`config.mk`:
```
export PLATFORM = sky130hd
export DESIGN_NAME = alu16_core
export DESIGN_NICKNAME = d
export VERILOG_FILES = /design/src/rtl/alu16_pkg.sv /design/src/rtl/alu16_adder.sv /design/src/rtl/alu16_bcd.sv /design/src/rtl/alu16_bitops.sv /design/src/rtl/alu16_core.sv
export SDC_FILE = /design/constraint.sdc
export NUM_CORES = 1
export LEC_CHECK = 0
export ABC_CLOCK_PERIOD_IN_PS = 22700
export BUFFER_PORTS_ARGS = -buffer_cell sky130_fd_sc_hd__buf_4
export CAP_MARGIN = 40
export CORE_MARGIN = 2
export CORE_UTILIZATION = 41
export DETAILED_ROUTE_END_ITERATION = 10
export REMOVE_ABC_BUFFERS = 1
export SYNTH_ARGS = -nofsm -noshare
export SYNTH_HDL_FRONTEND = slang
export SYNTH_HIERARCHICAL = 1
export SYNTH_SLANG_ARGS = --single-unit
```
`constraint.sdc`:
```
create_clock -name vclk -period 22.7
set_input_delay 3.405 -clock vclk [all_inputs]
set_output_delay 3.405 -clock vclk [all_outputs]
set_load 0.05 [all_outputs]
```
`src/rtl/alu16_pkg.sv`:
```
package alu16_pkg;

  typedef enum logic [3:0] {
    OP_MOV  = 4'd0,
    OP_ADD  = 4'd1,
    OP_ADDC = 4'd2,
    OP_SUBC = 4'd3,
    OP_SUB  = 4'd4,
    OP_CMP  = 4'd5,
    OP_DADD = 4'd6,
    OP_BIT  = 4'd7,
    OP_BIC  = 4'd8,
    OP_BIS  = 4'd9,
    OP_XOR  = 4'd10,
    OP_AND  = 4'd11,
    OP_RRC  = 4'd12,
    OP_SWAP = 4'd13,
    OP_RRA  = 4'd14,
    OP_SXT  = 4'd15
  } alu_op_e;

  // flag vector bit positions
  localparam int FL_C = 0;
  localparam int FL_Z = 1;
  localparam int FL_N = 2;
  localparam int FL_V = 3;
  localparam int FL_W = 4;

endpackage

```
`src/rtl/alu16_adder.sv`:
```
module alu16_adder #(
  parameter int DW = 16
) (
  input  logic [DW-1:0] a_i,
  input  logic [DW-1:0] b_i,
  input  logic          cin_i,
  input  logic          byte_i,
  output logic [DW-1:0] sum_o,
  output logic          cout_o,
  output logic          ovf_o
);
  localparam int HALF = DW / 2;
  localparam int SBW  = $clog2(DW);

  logic [DW:0]     full;
  logic [DW-1:0]   mask;
  logic [SBW-1:0]  sb;

  assign full   = {1'b0, a_i} + {1'b0, b_i} + {{DW{1'b0}}, cin_i};
  assign mask   = byte_i ? {{(DW-HALF){1'b0}}, {HALF{1'b1}}} : {DW{1'b1}};
  assign sum_o  = full[DW-1:0] & mask;
  assign cout_o = byte_i ? full[HALF] : full[DW];
  assign sb     = byte_i ? SBW'(HALF-1) : SBW'(DW-1);
  assign ovf_o  = (a_i[sb] == b_i[sb]) && (sum_o[sb] != a_i[sb]);

endmodule

```
`src/rtl/alu16_bcd.sv`:
```
module alu16_bcd #(
  parameter int DW = 16
) (
  input  logic [DW-1:0] a_i,
  input  logic [DW-1:0] b_i,
  input  logic          cin_i,
  input  logic          byte_i,
  output logic [DW-1:0] sum_o,
  output logic          cout_o
);
  localparam int NDIG = DW / 4;
  localparam int HDIG = NDIG / 2;

  logic [NDIG:0]   dc;
  logic [DW-1:0]   raw;

  assign dc[0] = cin_i;

  for (genvar g = 0; g < NDIG; g++) begin : g_dig
    logic [4:0] t;
    logic       over;
    assign t    = {1'b0, a_i[4*g +: 4]} + {1'b0, b_i[4*g +: 4]} + {4'b0, dc[g]};
    assign over = (t > 5'd9);
    assign raw[4*g +: 4] = over ? (t[3:0] + 4'd6) : t[3:0];
    assign dc[g+1] = over;
  end

  assign sum_o  = byte_i ? {{(DW-4*HDIG){1'b0}}, raw[4*HDIG-1:0]} : raw;
  assign cout_o = byte_i ? dc[HDIG] : dc[NDIG];

endmodule

```
`src/rtl/alu16_bitops.sv`:
```
module alu16_bitops
  import alu16_pkg::*;
#(
  parameter int DW = 16
) (
  input  alu_op_e       op_i,
  input  logic [DW-1:0] s_i,
  input  logic [DW-1:0] d_i,
  input  logic [DW-1:0] d_raw_i,
  input  logic [DW-1:0] mask_i,
  input  logic          cin_i,
  input  logic          byte_i,
  output logic [DW-1:0] res_o
);
  localparam int HALF = DW / 2;
  localparam int SBW  = $clog2(DW);

  logic [SBW-1:0] sb;
  assign sb = byte_i ? SBW'(HALF-1) : SBW'(DW-1);

  always_comb begin
    res_o = s_i;
    unique case (op_i)
      OP_AND, OP_BIT: res_o = s_i & d_i;
      OP_BIC:         res_o = ~s_i & d_i & mask_i;
      OP_BIS:         res_o = s_i | d_i;
      OP_XOR:         res_o = s_i ^ d_i;
      OP_RRA: begin
        res_o     = d_i >> 1;
        res_o[sb] = d_i[sb];
      end
      OP_RRC: begin
        res_o     = d_i >> 1;
        res_o[sb] = cin_i;
      end
      OP_SWAP:        res_o = {d_raw_i[HALF-1:0], d_raw_i[DW-1:HALF]};
      OP_SXT:         res_o = {{(DW-HALF){d_raw_i[HALF-1]}}, d_raw_i[HALF-1:0]};
      default:        res_o = s_i;
    endcase
  end

endmodule

```
`src/rtl/alu16_core.sv`:
```
module alu16_core
  import alu16_pkg::*;
#(
  parameter int DW = 16
) (
  input  logic [DW-1:0]   src_i,
  input  logic [DW-1:0]   dst_i,
  input  logic [3:0]      op_i,
  input  logic            byte_i,
  input  logic [FL_W-1:0] flags_i,
  output logic [DW-1:0]   res_o,
  output logic [FL_W-1:0] flags_o,
  output logic            wr_o
);
  localparam int HALF = DW / 2;
  localparam int SBW  = $clog2(DW);

  alu_op_e        op;
  logic           full_width;
  logic           narrow;
  logic [DW-1:0]  mask;
  logic [DW-1:0]  s_m, d_m, add_b;
  logic           is_sub, add_cin;
  logic [DW-1:0]  add_sum, bcd_sum, bit_res;
  logic           add_cout, add_ovf, bcd_cout;
  logic [SBW-1:0] sb;
  logic           r_neg, r_zero;

  assign op         = alu_op_e'(op_i);
  assign full_width = (op == OP_SWAP) || (op == OP_SXT);
  assign narrow     = byte_i && !full_width;
  assign mask       = byte_i ? {{(DW-HALF){1'b0}}, {HALF{1'b1}}} : {DW{1'b1}};
  assign s_m        = src_i & mask;
  assign d_m        = dst_i & mask;
  assign is_sub     = (op == OP_SUB) || (op == OP_SUBC) || (op == OP_CMP);
  assign add_b      = is_sub ? (~src_i & mask) : s_m;

  always_comb begin
    unique case (op)
      OP_ADD:         add_cin = 1'b0;
      OP_SUB, OP_CMP: add_cin = 1'b1;
      default:        add_cin = flags_i[FL_C];
    endcase
  end

  alu16_adder #(.DW(DW)) u_add (
    .a_i(d_m), .b_i(add_b), .cin_i(add_cin), .byte_i(byte_i),
    .sum_o(add_sum), .cout_o(add_cout), .ovf_o(add_ovf)
  );

  alu16_bcd #(.DW(DW)) u_bcd (
    .a_i(d_m), .b_i(s_m), .cin_i(flags_i[FL_C]), .byte_i(byte_i),
    .sum_o(bcd_sum), .cout_o(bcd_cout)
  );

  alu16_bitops #(.DW(DW)) u_bit (
    .op_i(op), .s_i(s_m), .d_i(d_m), .d_raw_i(dst_i), .mask_i(mask),
    .cin_i(flags_i[FL_C]), .byte_i(byte_i), .res_o(bit_res)
  );

  always_comb begin
    unique case (op)
      OP_ADD, OP_ADDC, OP_SUB, OP_SUBC, OP_CMP: res_o = add_sum;
      OP_DADD:                                  res_o = bcd_sum;
      default:                                  res_o = bit_res;
    endcase
  end

  assign sb     = narrow ? SBW'(HALF-1) : SBW'(DW-1);
  assign r_neg  = res_o[sb];
  assign r_zero = (res_o == '0);
  assign wr_o   = !((op == OP_CMP) || (op == OP_BIT));

  always_comb begin
    flags_o = flags_i;
    unique case (op)
      OP_ADD, OP_ADDC, OP_SUB, OP_SUBC, OP_CMP: begin
        flags_o[FL_C] = add_cout;
        flags_o[FL_V] = add_ovf;
        flags_o[FL_N] = r_neg;
        flags_o[FL_Z] = r_zero;
      end
      OP_DADD: begin
        flags_o[FL_C] = bcd_cout;
        flags_o[FL_N] = r_neg;
        flags_o[FL_Z] = r_zero;
      end
      OP_AND, OP_BIT, OP_XOR: begin
        flags_o[FL_C] = !r_zero;
        flags_o[FL_V] = (op == OP_XOR) ? (s_m[sb] & d_m[sb]) : 1'b0;
        flags_o[FL_N] = r_neg;
        flags_o[FL_Z] = r_zero;
      end
      OP_RRA, OP_RRC: begin
        flags_o[FL_C] = d_m[0];
        flags_o[FL_V] = 1'b0;
        flags_o[FL_N] = r_neg;
        flags_o[FL_Z] = r_zero;
      end
      OP_SXT: begin
        flags_o[FL_C] = !r_zero;
        flags_o[FL_V] = 1'b0;
        flags_o[FL_N] = r_neg;
        flags_o[FL_Z] = r_zero;
      end
      default: flags_o = flags_i;
    endcase
  end

endmodule

```
# --- Word-level counts from Yosys, hierarchy flattened ---
# Cells that the tools add are included.
totals:
  ff_bits: 0
classes:
  n_eq_ne: 17
  muxes: 33
  add_sub_neg: 14
  bitwise: 12
  n_lt_le_gt_ge: 7
  reduce_logical: 18
ops:
  columns: ["cell", "count"]
  rows:
  - ["16-bit case mux with 8 select lines", 1]
  - ["16-bit AND", 7]
  - ["16-bit two-way mux", 3]
  - ["16-bit bitwise mux", 2]
  - ["4-bit == test (second input constant)", 8]
  - ["16-bit NOT", 2]
  - ["16-bit case mux with 2 select lines", 1]
  - ["1-bit binary-select mux with 4-bit select", 6]
  - ["4-bit two-way mux", 6]
  - ["4-bit by 4-bit adder with 5-bit output", 4]
  - ["5-bit by 1-bit adder with 5-bit output", 4]
  - ["5-bit by 4-bit > comparator with 1-bit output (second input constant)", 4]
  - ["16-bit by 16-bit adder with 17-bit output", 1]
  - ["17-bit by 1-bit adder with 17-bit output", 1]
  - ["4-bit by 3-bit adder with 4-bit output (second input constant)", 4]
  - ["4-bit by 3-bit == test with 1-bit output (second input constant)", 4]
  - ["16-bit zero test", 1]
  - ["16-bit bitwise OR", 1]
  - ["16-bit bitwise XOR", 1]
  - ["3-bit case mux with 4 select lines", 1]
  - ["4-bit by 5-bit < comparator with 1-bit output (second input constant)", 2]
  - ["1-bit two-way mux", 10]
  - ["4-bit by 2-bit == test with 1-bit output (second input constant)", 2]
  - ["2-bit OR reduction", 3]
  - ["other kinds (14)", 22]

# --- Depth between registers and ports, before layout ---
depth:
  word_depth: 17
  mapped_depth: 35

# --- By module ---
# The synthesis kept the hierarchy.
modules_own_cells:
  columns: ["mod", "seq_area_each_um2", "cells_per_inst", "area_per_inst_um2", "n_inst"]
  rows:
  - ["alu16_bitops", 0.0, 294, 1913.1, 1]
  - ["alu16_core", 0.0, 192, 1187.4, 1]
  - ["alu16_adder", 0.0, 134, 978.4, 1]
  - ["alu16_bcd", 0.0, 117, 969.7, 1]

# --- Worst setup path before layout ---
# Ideal clock, no wire load.
synth_path:
  kind: "input to output"
  from: "input dst_i[0]"
  to: "output flags_o[2]"
  n_path_buf: 0
  t_arrival_ns: 11.350
  path_stages: 35
  setup_slack_ns: 7.945
  cell_sequence: "fa_1 > fa_1 > xnor2_1 > ha_1 > nand2_1 > a21oi_1 > a21boi_2 > fa_1 > inv_1 > fa_1 > inv_1 > ha_1 > nand2_1 > a21oi_1 > a21boi_2 > fa_1 > inv_1 > fa_1 > inv_1 > nand2_1 > a21oi_1 > fa_1 > inv_1 > fa_1 > xnor2_1 > ha_1 > a22oi_4 > o2111a_1 > nor3_1 > and3_1 > a211oi_1 > o21a_1 > inv_1 > mux2i_1 > o21ai_0"
synth_between:
  elab_chain_len: 16
synth_rtl:
  columns: ["item", "line", "rtl"]
  rows:
  - ["from (decl)", "alu16_core.sv:7", "input logic [DW-1:0] dst_i,"]
  - ["16-bit AND (*)", "alu16_core.sv:34", "assign d_m = dst_i & mask;"]
  - ["4-bit by 4-bit adder with 5-bit output (*)", "alu16_bcd.sv:22", "assign t = {1'b0, a_i[4*g +: 4]} + {1'b0, b_i[4*g +: 4]} + {4'b0, dc[g]};"]
  - ["5-bit by 1-bit adder with 5-bit output (*)", "alu16_bcd.sv:22", null]
  - ["5-bit by 4-bit > comparator with 1-bit output (*)", "alu16_bcd.sv:23", "assign over = (t > 5'd9);"]
  - ["5-bit by 1-bit adder with 5-bit output (*)", "alu16_bcd.sv:22", null]
  - ["5-bit by 4-bit > comparator with 1-bit output (*)", "alu16_bcd.sv:23", null]
  - ["5-bit by 1-bit adder with 5-bit output (*)", "alu16_bcd.sv:22", null]
  - ["5-bit by 4-bit > comparator with 1-bit output (*)", "alu16_bcd.sv:23", null]
  - ["[... 2 more ...]", null, null]
  - ["4-bit two-way mux (*)", "alu16_bcd.sv:24", "assign raw[4*g +: 4] = over ? (t[3:0] + 4'd6) : t[3:0];"]
  - ["16-bit two-way mux (*)", "alu16_bcd.sv:28", "assign sum_o = byte_i ? {{(DW-4*HDIG){1'b0}}, raw[4*HDIG-1:0]} : raw;"]
  - ["via bcd_sum[15]", "alu16_core.sv:24", "logic [DW-1:0] add_sum, bcd_sum, bit_res;"]
  - ["16-bit case mux with 2 select lines (*)", "alu16_core.sv:62", "unique case (op)"]
  - ["via res_o[15]", "alu16_core.sv:11", "output logic [DW-1:0] res_o,"]
  - ["1-bit binary-select mux with 4-bit select (*)", "alu16_core.sv:70", "assign r_neg = res_o[sb];"]
  - ["1-bit two-way mux (implied by the code) (*)", "alu16_core.sv:70", null]
  - ["3-bit case mux with 4 select lines (*)", "alu16_core.sv:76", "unique case (op)"]
  - ["to (decl)", "alu16_core.sv:12", "output logic [FL_W-1:0] flags_o,"]
# Mark *: on every way through the listed nets, which the timed path passes. The rest lies on a longest branch. The select of a mux whose other input is x is not followed.

# --- Worst setup path in the final report ---
layout_path:
  from: "input dst_i[0]"
  to: "output flags_o[1]"
layout_between:
  elab_chain_len: 15
layout_rtl:
  columns: ["item", "line", "rtl"]
  rows:
  - ["16-bit AND (*)", "alu16_core.sv:34", null]
  - ["4-bit by 4-bit adder with 5-bit output (*)", "alu16_bcd.sv:22", null]
  - ["5-bit by 1-bit adder with 5-bit output (*)", "alu16_bcd.sv:22", null]
  - ["5-bit by 4-bit > comparator with 1-bit output (*)", "alu16_bcd.sv:23", null]
  - ["5-bit by 1-bit adder with 5-bit output (*)", "alu16_bcd.sv:22", null]
  - ["5-bit by 4-bit > comparator with 1-bit output (*)", "alu16_bcd.sv:23", null]
  - ["5-bit by 1-bit adder with 5-bit output (*)", "alu16_bcd.sv:22", null]
  - ["5-bit by 4-bit > comparator with 1-bit output (*)", "alu16_bcd.sv:23", null]
  - ["5-bit by 1-bit adder with 5-bit output (*)", "alu16_bcd.sv:22", null]
  - ["4-bit by 3-bit adder with 4-bit output / 5-bit by 4-bit > comparator with 1-bit output (equally long branches)", "alu16_bcd.sv:24, alu16_bcd.sv:23", null]
  - ["4-bit two-way mux (*)", "alu16_bcd.sv:24", null]
  - ["16-bit two-way mux (*)", "alu16_bcd.sv:28", null]
  - ["via bcd_sum[13]", "alu16_core.sv:24", null]
  - ["16-bit case mux with 2 select lines (*)", "alu16_core.sv:62", null]
  - ["16-bit zero test (*)", "alu16_core.sv:71", "assign r_zero = (res_o == '0);"]
  - ["3-bit case mux with 4 select lines (*)", "alu16_core.sv:76", null]
# Marks and branches as above.

==> metrics.txt <==
die width=115 µm; initial antenna violation count=0; IO buf count=62; slowest CP cell=fa_1; Logic pwr share=1.000; kind of capture point of the worst setup path=output port; Residual DRC=0; Nets=899; internal cell power=0.0705 mW; Clock power frac=0; Worst setup SP type=primary input; status=finished, final reports clean; count of yosys warnings during synthesis=6; Crit Path Max Fanout=8; Switching Share=0.632; PwrDens=35.0 mW/mm²; row cnt=40; sequential-to-total area share from yosys stat=0; Fmax=65.6 MHz; Area Growth Syn to Fin=8.53%; sequential cell area=0 µm²; commonest non-fill, non-tap cell in the layout=ha_1; Core Area=0.0120 mm²; router iterations before antenna repair=6; WL final=17.4 mm; Worst EP arrival=11850 ps; antenna-violating nets left=0; RSZ-0062 raised after global routing=no; most frequent cells in the layout=81 x ha_1, 80 x nand2_1, 65 x buf_4; Cells after Synth=737; global-route wire length before repair=27.5 mm; setup bufs post-CTS=0; setup tns final=0 ps; Leakage=2.69 nW; io pins=62; final-layout fill cell count=1271; hold_sp=flags_i[2]; HP Class=primary input to output port; aggregate global-route resource usage=0.258; crit path kind=primary input to output port; Min Hold Slack=7180 ps; seq_cells=0; Net Switching=0.121 mW; layout cells sized above 1=0.115; Hold Path Sink=flags_o[2]; CTS Hold Buffers Added=0; total number of vias=5582; final setup vio count=0; clkbuf count=0; Worst Hold Depth=4; pin count of the biggest net entering global routing=57; Slew Viols, Final=0; HPWL Detailed=13.2 mm; Final Hold Vio Count=0; Avg Cell Area, Syn=6.85 µm²; via/cell ratio=6.12; Diodes inserted=0; Initial Util=0.420; WL/cell=19.1 µm; initial drt markers=508; largest stage delay on the critical path=470 ps; Multi-input gate area=0.00457 mm²; grt total ovfl=0; Peak VDD IR=0.0144 mV; Post-CTS Resized=0; placer congestion estimate=0.936; max_slew headroom=0.372; minimum clock period=15260 ps; Req. time, crit path=19300 ps; most frequent CP cell=fa_1; vias in the first global route=5243; post-synthesis cell type count=76; Post-Syn Area=0.00505 mm²; Tcrit/Tclk final=0.672; Tightest Pin Transition=942 ps; sequential share of power=0; max-cap violations=0; DIE AREA=0.0132 mm²; DIE HEIGHT=115 µm
worst max-delay path: cells and delay by family:
kind                       cells  cell delay [ps]
AOI/OAI and AO/OA             10             2230
xor gates and xnor gates       5             1460
buffers and inverters          5              550
and+or+nand+nor                4              550
adders and majority gates     11             3600
worst max-delay path by stage:
stage	startpoint	to	depth (start not counted)
5_1_grt	dst_i[0]	flags_o[1]	35
3_3_place_gp	dst_i[0]	flags_o[1]	35
2_1_floorplan	dst_i[0]	flags_o[2]	35
3_5_place_dp	dst_i[0]	flags_o[1]	35
4_1_cts	dst_i[0]	flags_o[1]	35
6_report	dst_i[0]	flags_o[1]	35
cells by family after synthesis:
| logic type | Yosys count | share of synthesized area |
|---|---|---|
| AOI/OAI and AO/OA | 232 | 0.313 |
| xor gates and xnor gates | 35 | 0.0607 |
| adders and majority gates | 91 | 0.240 |
| buffers and inverters | 107 | 0.0999 |
| muxes | 21 | 0.0431 |
| other | 1 | 0.000743 |
| and+or+nand+nor | 250 | 0.242 |
power groups by stage:
stage          clock (mW)  sequential (mW)  combinational, mW
2_1_floorplan           0                0              0.131
3_3_place_gp            0                0              0.183
3_5_place_dp            0                0              0.188
4_1_cts                 0                0              0.188
5_1_grt                 0                0              0.208
6_report                0                0              0.192
synthesized netlist by cell type (4+ instances only):
library cell	number	share of area
and2_1	4	0.0050
nand4_1	5	0.0062
buf_6	8	0.018
o21ai_0	52	0.052
o21ai_1	6	0.0059
xor2_1	11	0.019
a22oi_1	8	0.012
nand3_1	19	0.019
a21oi_1	49	0.049
o21a_1	7	0.010
a32oi_1	5	0.0087
a31oi_1	16	0.020
buf_2	15	0.015
and3_1	6	0.0074
a21o_1	31	0.046
clkbuf_1	18	0.013
fa_1	10	0.040
nand2b_1	4	0.0050
a211oi_1	11	0.016
nand2_1	80	0.059
nor4_1	8	0.0099
mux2i_1	15	0.030
nor3_1	13	0.013
inv_1	62	0.046
nor2_1	59	0.044
ha_1	81	0.20
a221oi_1	9	0.016
xnor2_1	24	0.042
nor2b_1	32	0.040
cell type report:
class | instances | share of cell area
Timing Repair Buffer | 65 | 0.0891
Inverter | 63 | 0.0432
Multi-Input combinational cell | 637 | 0.834
Tap cell | 147 | 0.0336
metrics by stage:
stage | power, mW | std cells | setup WS [ps] | area (µm²) | util
final | 0.192 | 912 | 7440 | 5480 | 0.456
after global routing | 0.208 | 912 | 6910 | 5480 | 0.456
after CTS | 0.188 | 912 | 7550 | 5480 | 0.456
after detailed placement | 0.188 | 912 | 7560 | 5480 | 0.456
after global placement | 0.183 | 912 | 7930 | 5480 | 0.456
after floorplan | 0.131 | 700 | 7930 | 4810 | -
per-layer routing:
| layer | GRT usage | up-vias | routed length [µm] |
|---|---|---|---|
| met1 | 0.351 | 2623 | 7460 |
| met2 | 0.430 | 258 | 7950 |
| li1 | - | 2670 | - |
| met3 | 0.0311 | 31 | 1540 |
| met5 | 0 | - | 0 |
| met4 | 0.0691 | 0 | 435 |
No activity file was read; power rests on OpenSTA's default activity.
